File: src/rtl/psfb_pkg.sv
package psfb_pkg;

    // Role of a channel inside the leg pair
    typedef enum logic {
        ROLE_LEAD = 1'b0,
        ROLE_LAG  = 1'b1
    } role_e;

    localparam int unsigned NUM_CH = 2;

endpackage

File: src/rtl/psfb_timebase.sv
module psfb_timebase
    import psfb_pkg::*;
#(
    parameter int unsigned CNT_W      = 12,
    parameter int unsigned DEF_PERIOD = 3000,
    parameter int unsigned DEF_CMP    = 1500,
    parameter int unsigned DEF_PHASE  = 0,
    parameter role_e       ROLE       = ROLE_LEAD
) (
    input  logic             clk,
    input  logic             rst_n,
    input  logic             run,
    input  logic             cfg_we,
    input  logic [CNT_W-1:0] cfg_period,
    input  logic [CNT_W-1:0] cfg_cmp,
    input  logic [CNT_W-1:0] cfg_phase,
    input  logic             sync_in,
    output logic [CNT_W-1:0] cnt_o,
    output logic [CNT_W-1:0] cmp_o,
    output logic             sync_o,
    output logic             armed_o
);

    localparam logic [CNT_W-1:0] ONE = CNT_W'(1);

    typedef struct packed {
        logic [CNT_W-1:0] cnt;
        logic [CNT_W-1:0] per_sh;
        logic [CNT_W-1:0] cmp_sh;
        logic [CNT_W-1:0] ph_sh;
        logic [CNT_W-1:0] per;
        logic [CNT_W-1:0] cmp;
        logic [CNT_W-1:0] ph;
        logic             armed;
    } tb_state_t;

    localparam tb_state_t RST_STATE = '{
        cnt:    '0,
        per_sh: CNT_W'(DEF_PERIOD),
        cmp_sh: CNT_W'(DEF_CMP),
        ph_sh:  CNT_W'(DEF_PHASE),
        per:    CNT_W'(DEF_PERIOD),
        cmp:    CNT_W'(DEF_CMP),
        ph:     CNT_W'(DEF_PHASE),
        armed:  1'b0
    };

    tb_state_t        st_d, st_q;
    logic             at_zero;
    logic             take_sync;
    logic [CNT_W-1:0] ph_eff;

    assign at_zero   = run && (st_q.cnt == '0);
    assign take_sync = (ROLE == ROLE_LAG) && sync_in;
    // phase limited to the working period
    assign ph_eff    = (st_q.ph > st_q.per) ? st_q.per : st_q.ph;

    always_comb begin
        st_d = st_q;
        if (cfg_we) begin
            st_d.per_sh = cfg_period;
            st_d.cmp_sh = cfg_cmp;
            st_d.ph_sh  = cfg_phase;
        end
        // shadow to working copy only at own zero or while stopped
        if (!run || at_zero) begin
            st_d.per = st_q.per_sh;
            st_d.cmp = st_q.cmp_sh;
            st_d.ph  = st_q.ph_sh;
        end
        if (!run) begin
            st_d.cnt   = '0;
            st_d.armed = 1'b0;
        end else if (take_sync) begin
            // counter stands at the phase during the sync cycle,
            // so it holds the phase plus one on the following one
            st_d.cnt   = (ph_eff >= st_q.per) ? '0 : ph_eff + ONE;
            st_d.armed = 1'b1;
        end else begin
            st_d.cnt = (st_q.cnt >= st_q.per) ? '0 : st_q.cnt + ONE;
        end
    end

    always_ff @(posedge clk or negedge rst_n) begin
        if (!rst_n) st_q <= RST_STATE;
        else        st_q <= st_d;
    end

    assign cnt_o = st_q.cnt;
    assign cmp_o = st_q.cmp;

    generate
        if (ROLE == ROLE_LEAD) begin : g_lead
            assign sync_o  = at_zero;
            assign armed_o = run;
        end else begin : g_lag
            assign sync_o  = sync_in;
            assign armed_o = st_q.armed;
        end
    endgenerate

endmodule

File: src/rtl/psfb_action.sv
module psfb_action
    import psfb_pkg::*;
#(
    parameter int unsigned CNT_W = 12,
    parameter role_e       ROLE  = ROLE_LEAD
) (
    input  logic             clk,
    input  logic             rst_n,
    input  logic             hold,
    input  logic [CNT_W-1:0] cnt,
    input  logic [CNT_W-1:0] cmp,
    output logic             act_o
);

    typedef struct packed {
        logic act;
    } act_state_t;

    act_state_t st_d, st_q;
    logic       below;

    assign below = (cnt < cmp);

    always_comb begin
        st_d = st_q;
        if (hold) begin
            st_d.act = 1'b0;
        end else if (ROLE == ROLE_LEAD) begin
            // high from zero up to the compare point
            st_d.act = below;
        end else begin
            // low from zero, high from the compare point on
            st_d.act = !below;
        end
    end

    always_ff @(posedge clk or negedge rst_n) begin
        if (!rst_n) st_q <= '0;
        else        st_q <= st_d;
    end

    assign act_o = st_q.act;

endmodule

File: src/rtl/psfb_deadband.sv
module psfb_deadband #(
    parameter int unsigned DB_W    = 8,
    parameter int unsigned DEF_RED = 90,
    parameter int unsigned DEF_FED = 90
) (
    input  logic            clk,
    input  logic            rst_n,
    input  logic            hold,
    input  logic            act,
    input  logic            cfg_we,
    input  logic [DB_W-1:0] cfg_red,
    input  logic [DB_W-1:0] cfg_fed,
    output logic            a_o,
    output logic            b_o
);

    localparam logic [DB_W-1:0] RUN_MAX = {DB_W{1'b1}};
    localparam logic [DB_W-1:0] ONE     = DB_W'(1);

    typedef struct packed {
        logic            prev;
        logic [DB_W-1:0] run_len;
        logic [DB_W-1:0] red;
        logic [DB_W-1:0] fed;
        logic            a;
        logic            b;
    } db_state_t;

    localparam db_state_t RST_STATE = '{
        prev:    1'b0,
        run_len: '0,
        red:     DB_W'(DEF_RED),
        fed:     DB_W'(DEF_FED),
        a:       1'b0,
        b:       1'b0
    };

    db_state_t       st_d, st_q;
    logic [DB_W-1:0] age;

    // clocks since the action signal last changed, saturating
    assign age = (act != st_q.prev) ? '0 : st_q.run_len;

    always_comb begin
        st_d = st_q;
        if (cfg_we) begin
            st_d.red = cfg_red;
            st_d.fed = cfg_fed;
        end
        if (hold) begin
            st_d.prev    = 1'b0;
            st_d.run_len = '0;
            st_d.a       = 1'b0;
            st_d.b       = 1'b0;
        end else begin
            st_d.prev    = act;
            st_d.run_len = (age == RUN_MAX) ? RUN_MAX : age + ONE;
            st_d.a       = act  && (age >= st_q.red);
            st_d.b       = !act && (age >= st_q.fed);
        end
    end

    always_ff @(posedge clk or negedge rst_n) begin
        if (!rst_n) st_q <= RST_STATE;
        else        st_q <= st_d;
    end

    assign a_o = st_q.a;
    assign b_o = st_q.b;

endmodule

File: src/rtl/psfb_trip.sv
module psfb_trip (
    input  logic clk,
    input  logic rst_n,
    input  logic trip,
    input  logic clr,
    output logic tripped_o
);

    typedef struct packed {
        logic tripped;
    } trip_state_t;

    trip_state_t st_d, st_q;

    always_comb begin
        st_d = st_q;
        if (trip)     st_d.tripped = 1'b1;
        else if (clr) st_d.tripped = 1'b0;
    end

    // latch comes out of reset set: drive stays off until cleared
    always_ff @(posedge clk or negedge rst_n) begin
        if (!rst_n) st_q <= '{tripped: 1'b1};
        else        st_q <= st_d;
    end

    assign tripped_o = st_q.tripped;

endmodule

File: src/rtl/psfb_leg_pair.sv
module psfb_leg_pair
    import psfb_pkg::*;
#(
    parameter int unsigned CNT_W      = 12,
    parameter int unsigned DB_W       = 8,
    parameter int unsigned DEF_PERIOD = 3000,
    parameter int unsigned DEF_CMP    = 1500,
    parameter int unsigned DEF_PHASE  = 0,
    parameter int unsigned DEF_RED    = 90,
    parameter int unsigned DEF_FED    = 90
) (
    input  logic             clk,
    input  logic             rst_n,
    input  logic             start,
    input  logic             cfg_we,
    input  logic [CNT_W-1:0] cfg_period,
    input  logic [CNT_W-1:0] cfg_cmp_m,
    input  logic [CNT_W-1:0] cfg_cmp_s,
    input  logic [CNT_W-1:0] cfg_phase,
    input  logic [DB_W-1:0]  cfg_red,
    input  logic [DB_W-1:0]  cfg_fed,
    input  logic             trip_m,
    input  logic             trip_s,
    input  logic             trip_clr,
    output logic             m_a,
    output logic             m_b,
    output logic             s_a,
    output logic             s_b,
    output logic             sync_out
);

    logic [NUM_CH-1:0] sync_w;
    logic [NUM_CH-1:0] out_a;
    logic [NUM_CH-1:0] out_b;

    generate
        for (genvar ch = 0; ch < NUM_CH; ch++) begin : g_ch
            localparam role_e CH_ROLE = (ch == 0) ? ROLE_LEAD : ROLE_LAG;

            logic [CNT_W-1:0] cnt_w;
            logic [CNT_W-1:0] cmp_w;
            logic [CNT_W-1:0] cmp_cfg_w;
            logic             sync_in_w;
            logic             trip_in_w;
            logic             armed_w;
            logic             act_w;
            logic             a_w;
            logic             b_w;
            logic             tripped_w;

            if (ch == 0) begin : g_lead_in
                assign sync_in_w = 1'b0;
                assign cmp_cfg_w = cfg_cmp_m;
                assign trip_in_w = trip_m;
            end else begin : g_lag_in
                assign sync_in_w = sync_w[0];
                assign cmp_cfg_w = cfg_cmp_s;
                assign trip_in_w = trip_s;
            end

            psfb_timebase #(
                .CNT_W      (CNT_W),
                .DEF_PERIOD (DEF_PERIOD),
                .DEF_CMP    (DEF_CMP),
                .DEF_PHASE  (DEF_PHASE),
                .ROLE       (CH_ROLE)
            ) u_tb (
                .clk        (clk),
                .rst_n      (rst_n),
                .run        (start),
                .cfg_we     (cfg_we),
                .cfg_period (cfg_period),
                .cfg_cmp    (cmp_cfg_w),
                .cfg_phase  (cfg_phase),
                .sync_in    (sync_in_w),
                .cnt_o      (cnt_w),
                .cmp_o      (cmp_w),
                .sync_o     (sync_w[ch]),
                .armed_o    (armed_w)
            );

            psfb_action #(
                .CNT_W (CNT_W),
                .ROLE  (CH_ROLE)
            ) u_act (
                .clk   (clk),
                .rst_n (rst_n),
                .hold  (!armed_w),
                .cnt   (cnt_w),
                .cmp   (cmp_w),
                .act_o (act_w)
            );

            psfb_deadband #(
                .DB_W    (DB_W),
                .DEF_RED (DEF_RED),
                .DEF_FED (DEF_FED)
            ) u_db (
                .clk     (clk),
                .rst_n   (rst_n),
                .hold    (!armed_w),
                .act     (act_w),
                .cfg_we  (cfg_we),
                .cfg_red (cfg_red),
                .cfg_fed (cfg_fed),
                .a_o     (a_w),
                .b_o     (b_w)
            );

            psfb_trip u_trip (
                .clk       (clk),
                .rst_n     (rst_n),
                .trip      (trip_in_w),
                .clr       (trip_clr),
                .tripped_o (tripped_w)
            );

            assign out_a[ch] = a_w & armed_w & ~tripped_w;
            assign out_b[ch] = b_w & armed_w & ~tripped_w;
        end
    endgenerate

    assign m_a      = out_a[0];
    assign m_b      = out_b[0];
    assign s_a      = out_a[1];
    assign s_b      = out_b[1];
    assign sync_out = sync_w[NUM_CH-1];

endmodule

File: config.mk
export PLATFORM = sky130hd
export DESIGN_NAME = psfb_leg_pair
export DESIGN_NICKNAME = d
export VERILOG_FILES = /design/src/rtl/psfb_pkg.sv /design/src/rtl/psfb_timebase.sv /design/src/rtl/psfb_action.sv /design/src/rtl/psfb_deadband.sv /design/src/rtl/psfb_trip.sv /design/src/rtl/psfb_leg_pair.sv
export SDC_FILE = /design/constraint.sdc
export NUM_CORES = 1
export LEC_CHECK = 0
export ABC_CLOCK_PERIOD_IN_PS = 4800
export BUFFER_PORTS_ARGS = -buffer_cell sky130_fd_sc_hd__buf_2
export CAP_MARGIN = 10
export CORE_UTILIZATION = 50
export CTS_CLUSTER_DIAMETER = 30
export CTS_CLUSTER_SIZE = 16
export DETAILED_ROUTE_END_ITERATION = 6
export GPL_ROUTABILITY_DRIVEN = 0
export PLACE_DENSITY_LB_ADDON = 0.25
export SYNTH_ARGS = -nofsm -noshare
export SYNTH_HDL_FRONTEND = slang
export SYNTH_SLANG_ARGS = --single-unit
File: constraint.sdc
create_clock -name clk -period 4.8 [get_ports clk]
set_clock_uncertainty 0.2 [all_clocks]
set_input_delay 0 -clock clk [delete_from_list [all_inputs] [get_ports clk]]
set_output_delay 0 -clock clk [all_outputs]
set_load 0.01 [all_outputs]
==> out/results.ini, run 1 <==
[cts]
cts.htree.levels=4
cts_tree=built
cts_buffers=17
root_buffer=clkbuf_16
clock_tree.buffer_depth=2
clk_pin_slew_ns=0.07
insertion_delay_ns=0.43
clock-sinks=175

[sta]
min_period_ns=4.28
grt_setup_unrepaired=no
hold_ws_ns=-0.0414
setup_viol=0
final_hold_viol_count=10
tns_ns=0
slew-limit-headroom=0.244
worst_pin_slew_ns=1.13
finalMaxSlewViolations=0
fmax_mhz=233
period_share=0.892

[worst_setup_path]
regToRegSetupSlack_ns=0.52
regToRegEndpoint=g_ch[1].u_tb.cnt_o[6]
critical_path_class=flop to flop
path_buf_inv=2
r2r_start=g_ch[1].u_tb.st_q[34]
path_cells=inv_1 > ha_1 > nand4_1 > a211oi_1 > o41a_1 > buf_4 > mux2_2 > ha_1 > a21o_1 > a211oi_1 > o21ai_0 > o2111ai_1 > nand3_1 > o31ai_1
path_max_fanout=30
crit_family=compound AO/OA/AOI/OAI gates
rr_worst_depth=14
crit_required_ns=4.93
crit_arrival_ns=4.41
cp_slowest_stage_delay_ns=0.55
cp_slowest_cell=dfstp_2
end_kind=flop
cp-start-kind=flop

[cells_and_area]
layout-drive-gt1-share=0.251
nets=1264
finalNonFillerCells=1357
n_antenna_cell=0
syn_to_final_growth_pct=22.2
final_cell_area_um2=12000

[global_route]
grtUsageTotal=0.229
grt_pass1_vias=7407
gr-max-usage-layer=met2
gr-total-overflow=0
use_met2=0.376
grt_pass1_wl_um=36400
met1_usage=0.318
grt_max_degree=84
antenna_found_initial=0
met3_usage=0.0371

[synthesis]
synthesis.area_um2=9790
synth.most_common_cell=dfrtp_1
async_reset_ff_frac=1.00
syn_nets=1094
synth-edff-count=0
synth.avg_cell_area_um2=10.7
synthCells=914
synth_seq_cells=175
synth_top_cell_by_area=dfrtp_1
synth.area.top_cells=dfrtp_1 30%, dfstp_2 16%, ha_1 14%, mux2_2 11%, o21ai_0 3.3%
ys.flop_type=dfrtp_1
yosysWarnings=0
synth-seq-area-share=0.455
synthDistinctLibCells=52
synth_top_area_share=0.297
synth_common_cells=116 x dfrtp_1, 109 x ha_1, 96 x mux2_2

[place]
port_buffers=75
dp_hpwl_um=14300
place_inst=1230
place_area_um2=10400

[floorplan]
row_count=50
die_area_um2=20100
die_h_um=142
pin_count=76
initial_core_util=0.516
core-area_um2=19000
die_w_um=142

[power]
p_leak_nw=5.65
power_mw=5.64
ir_worst_vdd_mv=0.316
powerDensity_nw_per_um2=472

[status]
outcome=finished with violations
violations=hold timing

[drt]
wirelength_um=20700
routedWlPerCell_um=15.2
via_count=7124
via_per_inst=5.25
dr.first_iter.drc_count=361
dr.pass1.iters=5
antenna_left=0
drc=0

[worst_hold_path]
hp-class=input port to async pin

[job]
maxCapViolCount=0

routing by layer:
metal  part of all wire  routed length (um)
met5                  0                   0
met4             0.0075                 156
met3              0.031                 643
met2               0.47                9820
met1               0.49               10100
kinds of logic after synthesis:
logic type	count (synthesis)	synth area share
flops	175	0.455
mux	99	0.115
xor+xnor	40	0.0358
simple gates	231	0.114
compound gates	160	0.100
fa+ha+maj	109	0.139
buf+inv	100	0.0403
worst reg2reg max path, stage by stage, from the launching register on:
cell and delay, ns:
dfstp_2 0.55, inv_1 0.09, ha_1 0.30, nand4_1 0.15
a211oi_1 0.25, o41a_1 0.23, buf_4 0.34, mux2_2 0.41
ha_1 0.30, a21o_1 0.16, a211oi_1 0.21, o21ai_0 0.14
o2111ai_1 0.13, nand3_1 0.36, o31ai_1 0.34
cell type report:
class                   instances  area, um2
multi-input cells             639       4950
fillers                      1589       7000
clock buffers                  20        457
clock inverters                12        111
repair buffers                176       1380
flip-flops and latches        175       4450
inverters                      75        282
well taps                     260        325
worst max-delay path by stage:
stage,to,from,cells past startpoint,slack [ns]
after detailed placement,g_ch[1].u_tb.cnt_o[6],g_ch[1].u_tb.st_q[34],14,0.56
after floorplan,g_ch[1].u_tb.cnt_o[2],g_ch[1].u_tb.st_q[28],17,0.91
after global placement,g_ch[1].u_tb.cnt_o[6],g_ch[1].u_tb.st_q[34],14,0.63
after CTS,g_ch[1].u_tb.cnt_o[6],g_ch[1].u_tb.st_q[34],14,0.53
final,g_ch[1].u_tb.cnt_o[6],g_ch[1].u_tb.st_q[34],14,0.52
after global routing,g_ch[1].u_tb.cnt_o[6],g_ch[1].u_tb.st_q[34],14,0.11
cells in the final DEF (no fill, tap or decap), drive strengths merged, types with 31 or more instances in the layout:
cell | netlist | routed
a21oi | 32 | 32
buf | 8 | 81
dfrtp | 116 | 116
dfstp | 59 | 59
dlygate4sd3 | 0 | 95
ha | 109 | 109
inv | 73 | 74
mux2 | 99 | 99
nand2 | 67 | 67
nand3 | 31 | 31
nor2 | 53 | 53
o21ai | 70 | 70
sequential cells by signal (all words and copies together), names as in the netlist:
name,flops
g_ch.u_act.act_o,2
g_ch.u_tb.armed_o,1
g_ch.u_db.b_o,2
g_ch.u_tb.cmp_o,24
g_ch.u_db.a_o,2
g_ch.u_trip.tripped_o,2
g_ch.u_tb.cnt_o,24
g_ch.u_db.st_q,34
g_ch.u_tb.st_q,84
power breakdown:
group | internal [mW] | switching (mW)
registers | 1.83 | 0.281
clock network | 0.744 | 0.588
logic | 1.07 | 1.12
stage by stage:
stage / setup slack, ns / utilization
2_1_floorplan: 0.909 / -
3_3_place_gp: 0.628 / 0.551
3_5_place_dp: 0.560 / 0.551
4_1_cts: 0.535 / 0.631
5_1_grt: 0.109 / 0.631
6_report: 0.517 / 0.631
timing repair:
item	in CTS	in global routing
hold endpoints to repair	164	0
resized for setup	0	0
hold buffers	95	0
setup buffers	0	0
No activity file was read; power rests on OpenSTA's default activity.
==> inputs of run 2 (changes only) <==
==> constraint.sdc (replaced) <==
create_clock -name clk -period 4.8 [get_ports clk]
set_clock_uncertainty 0.2 [all_clocks]
set_input_delay 0.24 -clock clk [delete_from_list [all_inputs] [get_ports clk]]
set_output_delay 0.24 -clock clk [all_outputs]
set_load 0.01 [all_outputs]
==> run 2 against run 1 <==
- the run now ends clean
- count of clock-buffer cells in the layout down 2
- sequential power about the same
- fmax shrank 0.84%
- via count fell by 1.7%
- worst hold slack better by 0.27 ns
- combinational power is essentially flat
- wire length decreased by 0.98%
- sequential share of layout area rose by 0.68 points
- critical endpoint unchanged
==> out/results.ini, run 2 (synthesis results as in run 1) <==
[sta]
min_period_ns=4.32
hold_ws_ns=0.228
period_share=0.900
tns_ns=0
fmax_mhz=231
grt_setup_unrepaired=no
slew-limit-headroom=0.348
finalMaxSlewViolations=0
final_hold_viol_count=0
worst_pin_slew_ns=0.978
setup_viol=0

[cells_and_area]
largest_reg_flops=84
nets=1241
layout-drive-gt1-share=0.258
fillerInstances=1542
regMostFlops=g_ch.u_tb.st_q
n_antenna_cell=0
layout_commonest_cell=dfrtp_1
reg_top3=g_ch.u_tb.st_q (84), g_ch.u_db.st_q (34)
final_cell_area_um2=11700
syn_to_final_growth_pct=20.0
layout_common_cells=116 x dfrtp_1, 109 x ha_1, 96 x mux2_2

[worst_setup_path]
path_buf_inv=2
cp_slowest_cell=dfstp_2
end_kind=flop
path_cells=inv_1 > ha_1 > nand4_1 > a211oi_1 > o41a_1 > buf_4 > mux2_2 > ha_1 > a21o_1 > a21o_1 > a21oi_1 > o21ai_0 > o2111ai_1 > nand3_1 > o31ai_1
crit_required_ns=4.94
crit_arrival_ns=4.46
critical_path_class=flop to flop
path_max_fanout=31
cp_slowest_stage_delay_ns=0.56
crit_family=compound AO/OA/AOI/OAI gates
cp-start-kind=flop

[cts]
cts_buffers=17
clock_tree.buffer_depth=2
root_buffer=clkbuf_16
cts.hold.buffers_added=70
clk_pin_slew_ns=0.07
clock-sinks=175
cts_resized=0
insertion_delay_ns=0.44
cts_tree=built
postCtsSetupRepairBufs=0
cts.htree.levels=4

[drt]
drc=0
dr.first_iter.drc_count=461
via_per_inst=5.25
routedWlPerCell_um=15.4
via_count=7000
antenna_left=0
wirelength_um=20500
dr.pass1.iters=6

[worst_hold_path]
hp-class=input port to async pin

[floorplan]
die_w_um=142
core-area_um2=19000
initial_core_util=0.516
row_count=50
die_h_um=142
die_area_um2=20100
pin_count=76

[place]
place_area_um2=10400
port_buffers=75
dp_hpwl_um=14200

[global_route]
gr-total-overflow=0
grtUsageTotal=0.223
grt_pass1_wl_um=34700
grt_max_degree=82
grt_pass1_vias=6952
antenna_found_initial=0

[power]
ir_worst_vdd_mv=0.310
powerDensity_nw_per_um2=485
p_leak_nw=5.56

[job]
maxCapViolCount=0

[status]
outcome=complete, no violations

## run 2: final timing paths
path | slack (ns) | start | cells after the start | end
max | 0.48 | g_ch[1].u_tb.st_q[34] | 15 | g_ch[1].u_tb.cnt_o[6]
min | 0.23 | rst_n | 2 | g_ch[0].u_tb.cmp_o[1]
max reg2reg | 0.48 | g_ch[1].u_tb.st_q[34] | 15 | g_ch[1].u_tb.cnt_o[6]
min reg2reg | 0.28 | g_ch[0].u_tb.st_q[54] | 2 | g_ch[0].u_tb.cmp_o[5]
max in group asynchronous | 3.04 | rst_n | 3 | g_ch[1].u_tb.st_q[12]
min in group clk | 0.28 | cfg_we | 3 | g_ch[1].u_db.st_q[16]
## run 2: per-layer routing
metal  global-route usage  share of wire  up-vias
li1                     -              -     3489
met1                0.311           0.49     3361
met2                0.351           0.46      122
met3               0.0429          0.032       28
met4               0.0662          0.016        0
met5                    0              0        -
## run 2: worst reg2reg max path, cell delays in order (launching register included)
cell       delay, ns
dfstp_2         0.56
inv_1           0.09
ha_1            0.31
nand4_1         0.16
a211oi_1        0.25
o41a_1          0.21
buf_4           0.35
mux2_2          0.42
ha_1            0.28
a21o_1          0.15
a21o_1          0.17
a21oi_1         0.15
o21ai_0         0.12
o2111ai_1       0.13
nand3_1         0.37
o31ai_1         0.33
## run 2: layout make-up
cell class,instances,area [um2],share of cell area
Multi-Input combinational cell,639,4950,0.422
Sequential cell,175,4450,0.379
Timing Repair Buffer,153,1140,0.0973
Clock buffer,18,429,0.0366
Tap cell,260,325,0.0277
Inverter,75,282,0.0240
Clock inverter,14,160,0.0136
## run 2: power breakdown
| part | switching [mW] | leakage [nW] | total, mW | internal (mW) |
|---|---|---|---|---|
| clock network | 0.614 | 0.279 | 1.39 | 0.776 |
| logic | 1.14 | 3.21 | 2.19 | 1.05 |
| registers | 0.281 | 2.08 | 2.12 | 1.83 |
## run 2: metrics by stage
| stage | worst slack [ns] | cells | utilization | total power, mW |
|---|---|---|---|---|
| after floorplan | 0.909 | 914 | - | 3.69 |
| after global placement | 0.632 | 1231 | 0.551 | 4.20 |
| after detailed placement | 0.545 | 1231 | 0.551 | 4.26 |
| after CTS | 0.519 | 1333 | 0.619 | 5.74 |
| after global routing | 0.237 | 1334 | 0.619 | 6.13 |
| final | 0.480 | 1334 | 0.619 | 5.70 |
